[src/rtl/pci_wdog_pkg.sv]
package pci_wdog_pkg;

    localparam int WD_CFG_W   = 8;
    localparam int WD_SHIFT   = 5;
    localparam int WD_ADDR_W  = 8;

    localparam logic [WD_ADDR_W-1:0] WD_WAIT_OFS  = 8'h40;
    localparam logic [WD_ADDR_W-1:0] WD_RETRY_OFS = 8'h41;
    localparam logic [WD_CFG_W-1:0]  WD_WAIT_RST  = 8'h00;
    localparam logic [WD_CFG_W-1:0]  WD_RETRY_RST = 8'h80;

    typedef enum logic [1:0] {
        SEL_NONE  = 2'd0,
        SEL_WAIT  = 2'd1,
        SEL_RETRY = 2'd2
    } wd_sel_e;

    typedef struct packed {
        logic [WD_CFG_W-1:0] wait_lim;
        logic [WD_CFG_W-1:0] retry_lim;
    } wd_cfg_t;

    typedef struct packed {
        logic wait_phase;
        logic ready;
        logic retry;
    } wd_evt_t;

    typedef struct packed {
        logic wait_to;
        logic retry_to;
    } wd_hit_t;

    function automatic logic [WD_CFG_W+WD_SHIFT-1:0] wd_scale(input logic [WD_CFG_W-1:0] v);
        return {v, {WD_SHIFT{1'b0}}};
    endfunction

endpackage

[src/rtl/wd_cfg_regs.sv]
module wd_cfg_regs
    import pci_wdog_pkg::*;
#(
    parameter int                  ADDR_W    = WD_ADDR_W,
    parameter int                  CFG_W     = WD_CFG_W,
    parameter logic [ADDR_W-1:0]   WAIT_OFS  = WD_WAIT_OFS,
    parameter logic [ADDR_W-1:0]   RETRY_OFS = WD_RETRY_OFS,
    parameter logic [CFG_W-1:0]    WAIT_RST  = WD_WAIT_RST,
    parameter logic [CFG_W-1:0]    RETRY_RST = WD_RETRY_RST
) (
    input  logic              clk,
    input  logic              rst,
    input  logic              wr_en,
    input  logic [ADDR_W-1:0] addr,
    input  logic [CFG_W-1:0]  wdata,
    output logic [CFG_W-1:0]  rdata,
    output logic [CFG_W-1:0]  wait_lim,
    output logic [CFG_W-1:0]  retry_lim
);

    wd_sel_e            sel;
    logic [CFG_W-1:0]   wait_q;
    logic [CFG_W-1:0]   retry_q;

    always_comb begin
        if (addr == WAIT_OFS)       sel = SEL_WAIT;
        else if (addr == RETRY_OFS) sel = SEL_RETRY;
        else                        sel = SEL_NONE;
    end

    always_ff @(posedge clk) begin
        if (rst) begin
            wait_q  <= WAIT_RST;
            retry_q <= RETRY_RST;
        end else if (wr_en) begin
            case (sel)
                SEL_WAIT:  wait_q  <= wdata;
                SEL_RETRY: retry_q <= wdata;
                default:   ;
            endcase
        end
    end

    always_comb begin
        case (sel)
            SEL_WAIT:  rdata = wait_q;
            SEL_RETRY: rdata = retry_q;
            default:   rdata = '0;
        endcase
    end

    assign wait_lim  = wait_q;
    assign retry_lim = retry_q;

    // reset values
    p_reset_vals_r1: assert property (@(posedge clk)
        rst |=> (wait_q == WAIT_RST && retry_q == RETRY_RST));

    // foreign offsets leave both registers alone
    p_foreign_write_r2: assert property (@(posedge clk) disable iff (rst)
        (wr_en && sel == SEL_NONE) |=> ($stable(wait_q) && $stable(retry_q)));

endmodule

[src/rtl/wd_wait_timer.sv]
module wd_wait_timer
    import pci_wdog_pkg::*;
#(
    parameter int CFG_W = WD_CFG_W,
    parameter int SHIFT = WD_SHIFT
) (
    input  logic             clk,
    input  logic             rst,
    input  logic [CFG_W-1:0] lim_reg,
    input  logic             wait_phase,
    input  logic             ready,
    output logic             timeout
);

    localparam int               CNT_W   = CFG_W + SHIFT;
    localparam logic [CNT_W-1:0] CNT_MAX = {CNT_W{1'b1}};

    logic [CNT_W-1:0] cnt;
    logic [CNT_W-1:0] limit;
    logic             armed;

    assign limit = {lim_reg, {SHIFT{1'b0}}};
    assign armed = |lim_reg;

    always_ff @(posedge clk) begin
        if (rst)                       cnt <= '0;
        else if (ready || !wait_phase) cnt <= '0;
        else if (cnt != CNT_MAX)       cnt <= cnt + 1'b1;
    end

    assign timeout = armed && (cnt > limit);

    // each waiting clock advances the count by one
    p_wait_step_r3: assert property (@(posedge clk) disable iff (rst)
        (wait_phase && !ready && cnt != CNT_MAX) |=> (cnt == CNT_W'($past(cnt) + 1'b1)));

    // ready restarts the count
    p_wait_clear_r5: assert property (@(posedge clk) disable iff (rst)
        ready |=> (cnt == '0));

    // saturation instead of wrap
    p_wait_sat_r10: assert property (@(posedge clk) disable iff (rst)
        (cnt == CNT_MAX && wait_phase && !ready) |=> (cnt == CNT_MAX));

endmodule

[src/rtl/wd_retry_count.sv]
module wd_retry_count
    import pci_wdog_pkg::*;
#(
    parameter int CFG_W = WD_CFG_W
) (
    input  logic             clk,
    input  logic             rst,
    input  logic [CFG_W-1:0] lim_reg,
    input  logic             retry,
    input  logic             ready,
    output logic             timeout
);

    localparam int               CNT_W   = CFG_W + 1;
    localparam logic [CNT_W-1:0] CNT_MAX = {CNT_W{1'b1}};

    logic [CNT_W-1:0] cnt;

    always_ff @(posedge clk) begin
        if (rst)                          cnt <= '0;
        else if (ready)                   cnt <= '0;
        else if (retry && cnt != CNT_MAX) cnt <= cnt + 1'b1;
    end

    assign timeout = (|lim_reg) && (cnt > {1'b0, lim_reg});

    // each retry pulse advances the count
    p_retry_step_r6: assert property (@(posedge clk) disable iff (rst)
        (retry && !ready && cnt != CNT_MAX) |=> (cnt == CNT_W'($past(cnt) + 1'b1)));

    // completion clears the retry count
    p_retry_clear_r8: assert property (@(posedge clk) disable iff (rst)
        ready |=> (cnt == '0));

endmodule

[src/rtl/pci_wdog_top.sv]
module pci_wdog_top
    import pci_wdog_pkg::*;
#(
    parameter int                  ADDR_W    = WD_ADDR_W,
    parameter int                  CFG_W     = WD_CFG_W,
    parameter int                  SHIFT     = WD_SHIFT,
    parameter logic [ADDR_W-1:0]   WAIT_OFS  = WD_WAIT_OFS,
    parameter logic [ADDR_W-1:0]   RETRY_OFS = WD_RETRY_OFS,
    parameter logic [CFG_W-1:0]    WAIT_RST  = WD_WAIT_RST,
    parameter logic [CFG_W-1:0]    RETRY_RST = WD_RETRY_RST
) (
    input  logic              clk,
    input  logic              rst,
    input  logic              cfg_wr,
    input  logic [ADDR_W-1:0] cfg_addr,
    input  logic [CFG_W-1:0]  cfg_wdata,
    output logic [CFG_W-1:0]  cfg_rdata,
    input  logic              dp_wait,
    input  logic              trdy_seen,
    input  logic              retry_term,
    input  logic              ue_clr,
    output logic              ue
);

    wd_evt_t evt;
    wd_hit_t hit;
    logic [CFG_W-1:0] wait_lim;
    logic [CFG_W-1:0] retry_lim;
    logic ue_q;

    assign evt = '{wait_phase: dp_wait, ready: trdy_seen, retry: retry_term};

    wd_cfg_regs #(
        .ADDR_W(ADDR_W), .CFG_W(CFG_W),
        .WAIT_OFS(WAIT_OFS), .RETRY_OFS(RETRY_OFS),
        .WAIT_RST(WAIT_RST), .RETRY_RST(RETRY_RST)
    ) u_regs (
        .clk(clk), .rst(rst), .wr_en(cfg_wr), .addr(cfg_addr),
        .wdata(cfg_wdata), .rdata(cfg_rdata),
        .wait_lim(wait_lim), .retry_lim(retry_lim)
    );

    wd_wait_timer #(.CFG_W(CFG_W), .SHIFT(SHIFT)) u_wait (
        .clk(clk), .rst(rst), .lim_reg(wait_lim),
        .wait_phase(evt.wait_phase), .ready(evt.ready),
        .timeout(hit.wait_to)
    );

    wd_retry_count #(.CFG_W(CFG_W)) u_retry (
        .clk(clk), .rst(rst), .lim_reg(retry_lim),
        .retry(evt.retry), .ready(evt.ready),
        .timeout(hit.retry_to)
    );

    always_ff @(posedge clk) begin
        if (rst)                          ue_q <= 1'b0;
        else if (hit.wait_to || hit.retry_to) ue_q <= 1'b1;
        else if (ue_clr)                  ue_q <= 1'b0;
    end

    assign ue = ue_q;

    // a wait timeout reaches the flag on the next edge
    p_wait_sets_ue_r3: assert property (@(posedge clk) disable iff (rst)
        hit.wait_to |=> ue);

    // a retry timeout reaches the flag on the next edge
    p_retry_sets_ue_r6: assert property (@(posedge clk) disable iff (rst)
        hit.retry_to |=> ue);

    // sticky without a clear
    p_ue_sticky_r9: assert property (@(posedge clk) disable iff (rst)
        (ue && !ue_clr) |=> ue);

    // clear works when no timeout competes
    p_ue_clear_r9: assert property (@(posedge clk) disable iff (rst)
        (ue_clr && !hit.wait_to && !hit.retry_to) |=> !ue);

endmodule

[config.mk]
export PLATFORM = sky130hd
export DESIGN_NAME = pci_wdog_top
export DESIGN_NICKNAME = d
export VERILOG_FILES = /design/src/rtl/pci_wdog_pkg.sv /design/src/rtl/wd_cfg_regs.sv /design/src/rtl/wd_wait_timer.sv /design/src/rtl/wd_retry_count.sv /design/src/rtl/pci_wdog_top.sv
export SDC_FILE = /design/constraint.sdc
export NUM_CORES = 1
export LEC_CHECK = 0
export ABC_AREA = 1
export BUFFER_PORTS_ARGS = -buffer_cell sky130_fd_sc_hd__buf_2
export CAP_MARGIN = 10
export CELL_PAD_IN_SITES_DETAIL_PLACEMENT = 1
export CELL_PAD_IN_SITES_GLOBAL_PLACEMENT = 2
export CORE_MARGIN = 1
export CORE_UTILIZATION = 32
export DETAILED_ROUTE_END_ITERATION = 16
export PLACE_DENSITY_LB_ADDON = 0.08
export SYNTH_ARGS = -nofsm -noshare
export SYNTH_HDL_FRONTEND = slang
export SYNTH_SLANG_ARGS = --single-unit
[constraint.sdc]
create_clock -name clk -period 2.35 [get_ports clk]
set_input_delay 0.1175 -clock clk [delete_from_list [all_inputs] [get_ports clk]]
set_output_delay 0.1175 -clock clk [all_outputs]
set_load 0.02 [all_outputs]
==> flow_metrics.tcl <==
set metrics [dict create \
    r2r-end "u_retry.cnt[5]$_SDFFE_PP0P_" \
    cts-root-buf "clkbuf_8" \
    swShare_pct 24.4 \
    slew_violations 0 \
    antenna_found_initial 0 \
    worstHoldPathType "primary input to register" \
    synth_area_sq_um 2360 \
    fp.coreArea_sq_um 6940 \
    power_mw 1.22 \
    fin_tns_setup_ns 0 \
    period_minus_slack_ns 1.91 \
    diodes 0 \
    pwr-share-comb_pct 6.1 \
    cp-start-kind "register" \
    crit_path_cell_trace "ha_1 -> nand3_1 -> nor3_1 -> ha_1 -> nor2_2 -> nand2_1 -> nor3b_1 -> nand3_1 -> nand2_1 -> a21oi_1" \
    fin_ws_ns 0.443 \
    rsz0062_at_grt "false" \
    drc_errors 0 \
    setup_viol 0 \
    fp.dieArea_sq_um 7730 \
    htree_levels 2 \
    p_per_area_nw_per_um2 453 \
    p_switching_mw 0.299 \
    fmax_mhz 524 \
    antenna_left 0 \
    area_growth_pct 14.4 \
    cts_buffers 5 \
    vias_per_cell 4.73 \
    avgRoutedWirePerCell_um 13.6 \
    avgSynthCellArea_sq_um 6.80 \
    hpwl_mm 5.27 \
    worstHoldStart "cfg_wdata[4]" \
    ff2ff_path_depth 10 \
    arrival_ns 2.10 \
    min_period_over_period_pct 81.2 \
    cts_tree "built" \
    grt_pass1_wl_mm 10.8 \
    cp_data_required_time_ns 2.54 \
    grt_usage_pct 18.7 \
    drt-total-wl_mm 6.53 \
    clock_path_buffers 2 \
    die_x_um 87.9 \
    final_common_cell "nand2_1" \
    fin_cells 479 \
    ys_warn_count 0 \
    overflow 0 \
    yosysSeqAreaShare_pct 33.1 \
    numClockSinks 39 \
    nets 426 \
    rr_startpoint "u_retry.cnt[1]$_SDFFE_PP0P_" \
    pre_cts_slack_ns 0.460 \
    numPortBuffers 31 \
    r2r_slack_ns 0.44 \
    synth_nets 390 \
    drive_above_1_share_pct 13.1 \
    intPower_mw 0.924 \
    final_util_pct 38.9 \
    critPathKind "register to register" \
    fp-row-count 30 \
    maxSlewHeadroom_pct 65.5 \
    whs_endpoint "u_regs.retry_lim[4]$_SDFFE_PP0P_" \
    worst_path_max_delay_cell "nor3b_1" \
    end_kind "register" \
    first_global_vias 2228 \
    worstMarginPinSlew_ns 0.517 \
    leakage_nw 1.27 \
    start_util_pct 34.0 \
    crit_family "simple AND/OR/NAND/NOR gates" \
    hold_buffers 0 \
    n_fill_cell 922 \
    worstPathMaxFanout 5 \
    post-cts-setup-buffer-count 0 \
    outcome "finished, final reports clean" \
    crit_buf_inv 0 \
    drtPass1Iterations 4 \
    whs_path_depth 3 \
    synth_seq_cells 39 \
    io_pins 32 \
    hold_viol 0 \
    synth.distinct_cells 27 \
    post_cts_resized 0 \
    p_clk_share_pct 39.2 \
    die_h_um 87.9 \
    grt_start_max_net_pins 18 \
    sequentialPowerShare_pct 54.7 \
    insertion_delay_ns 0.30 \
    gp_congestion 0.750 \
    drt_iter0_drc 92 \
    max-cap-violations 0 \
    skew_ns 0.00727 \
    peakVddDrop_mv 0.188 \
    syn_inst 347 \
    clkTransAtPathRegs_ns 0.08 \
    final_cell_mix "nand2_1, inv_1, nor2_1, dfxtp_1, buf_2" \
    num_vias 2265 \
    place_inst 472 \
    cpPeakStageDelay_ns 0.36 \
]
-- layout make-up --
cell class	count	area, sq um	share of cell area, %
Timing Repair Buffer	32	163	6.02
Sequential cell	39	781	28.9
Clock buffer	6	82.6	3.06
Multi-Input combinational cell	247	1330	49.3
Inverter	58	218	8.06
Tap cell	96	120	4.45
Clock inverter	1	5.00	0.185
-- registers in the layout, summed over array words and instances, names as in the netlist --
register / count
u_retry.cnt: 9
u_regs.wait_lim: 8
u_wait.cnt: 13
ue: 1
u_regs.retry_lim: 8
-- power groups by stage --
stage               clock network, mW  registers [mW]  logic [mW]
finish                          0.479           0.669      0.0752
global route                    0.522           0.670      0.0861
CTS                             0.503           0.669      0.0765
detailed placement                  0           0.685      0.0762
global placement                    0           0.684      0.0767
floorplan                           0           0.684      0.0380
-- cells by family after synthesis --
family	after synthesis	share of synthesized area, %
xor+xnor	5	1.85
buf+inv	61	10.5
fa+ha+maj	20	10.6
flops	39	33.1
compound gates	53	12.0
simple gates	169	32.0
-- stage by stage --
| stage | hold WS, ns | instance area (sq um) |
|---|---|---|
| after CTS | 0.0580 | 2700 |
| after global placement | 0.369 | 2610 |
| after detailed placement | 0.373 | 2610 |
| after floorplan | 0.252 | 2360 |
| final | 0.0670 | 2700 |
| after global routing | 0.0773 | 2700 |
-- worst reg2reg max path: cells and delay by family, from the launching register on --
kind,cells,cell delay [ns]
fa+ha+maj,2,0.39
compound gates,1,0.04
flops,1,0.35
simple gates,7,1.04
-- worst max-delay path by stage --
stage | start | end | cells past startpoint
detailed placement | u_retry.cnt[1]$_SDFFE_PP0P_ | u_retry.cnt[5]$_SDFFE_PP0P_ | 10
CTS | u_retry.cnt[1]$_SDFFE_PP0P_ | u_retry.cnt[5]$_SDFFE_PP0P_ | 10
floorplan | u_retry.cnt[0]$_SDFFE_PP0P_ | u_retry.cnt[5]$_SDFFE_PP0P_ | 10
finish | u_retry.cnt[1]$_SDFFE_PP0P_ | u_retry.cnt[5]$_SDFFE_PP0P_ | 10
global placement | u_retry.cnt[1]$_SDFFE_PP0P_ | u_retry.cnt[5]$_SDFFE_PP0P_ | 10
global route | u_retry.cnt[1]$_SDFFE_PP0P_ | u_retry.cnt[5]$_SDFFE_PP0P_ | 9
-- layer usage --
layer,up-vias,wire [um],global-route usage (%)
met5,-,0,0
met4,0,85,6.26
met3,8,150,3.20
met2,20,3040,31.5
met1,1052,3250,24.2
li1,1185,-,-
-- synth_stat cells --
| cell | count | area share [%] |
|---|---|---|
| nand4_1 | 5 | 1.3 |
| nand2_2 | 1 | 0.27 |
| buf_6 | 1 | 0.48 |
| nand3_1 | 19 | 4.0 |
| nor2_2 | 1 | 0.27 |
| a21oi_1 | 22 | 4.7 |
| xnor2_1 | 1 | 0.37 |
| nor3b_1 | 1 | 0.32 |
| ha_1 | 20 | 11 |
| nor4_4 | 1 | 0.90 |
| nand2_1 | 78 | 12 |
| nor2_1 | 47 | 7.5 |
| nor2_4 | 1 | 0.48 |
| o22ai_1 | 8 | 2.1 |
| or2_2 | 3 | 0.79 |
| buf_2 | 1 | 0.21 |
| inv_1 | 58 | 9.2 |
| dfxtp_1 | 39 | 33 |
| clkbuf_8 | 1 | 0.58 |
| nand3_2 | 3 | 1.3 |
| o21ai_0 | 17 | 3.6 |
| nand4_2 | 1 | 0.53 |
| nor3_1 | 6 | 1.3 |
| a31oi_1 | 5 | 1.3 |
| xor2_1 | 4 | 1.5 |
| a21o_1 | 1 | 0.32 |
| nand3b_1 | 2 | 0.64 |
Note: power is estimated with default switching activity, not from simulation.
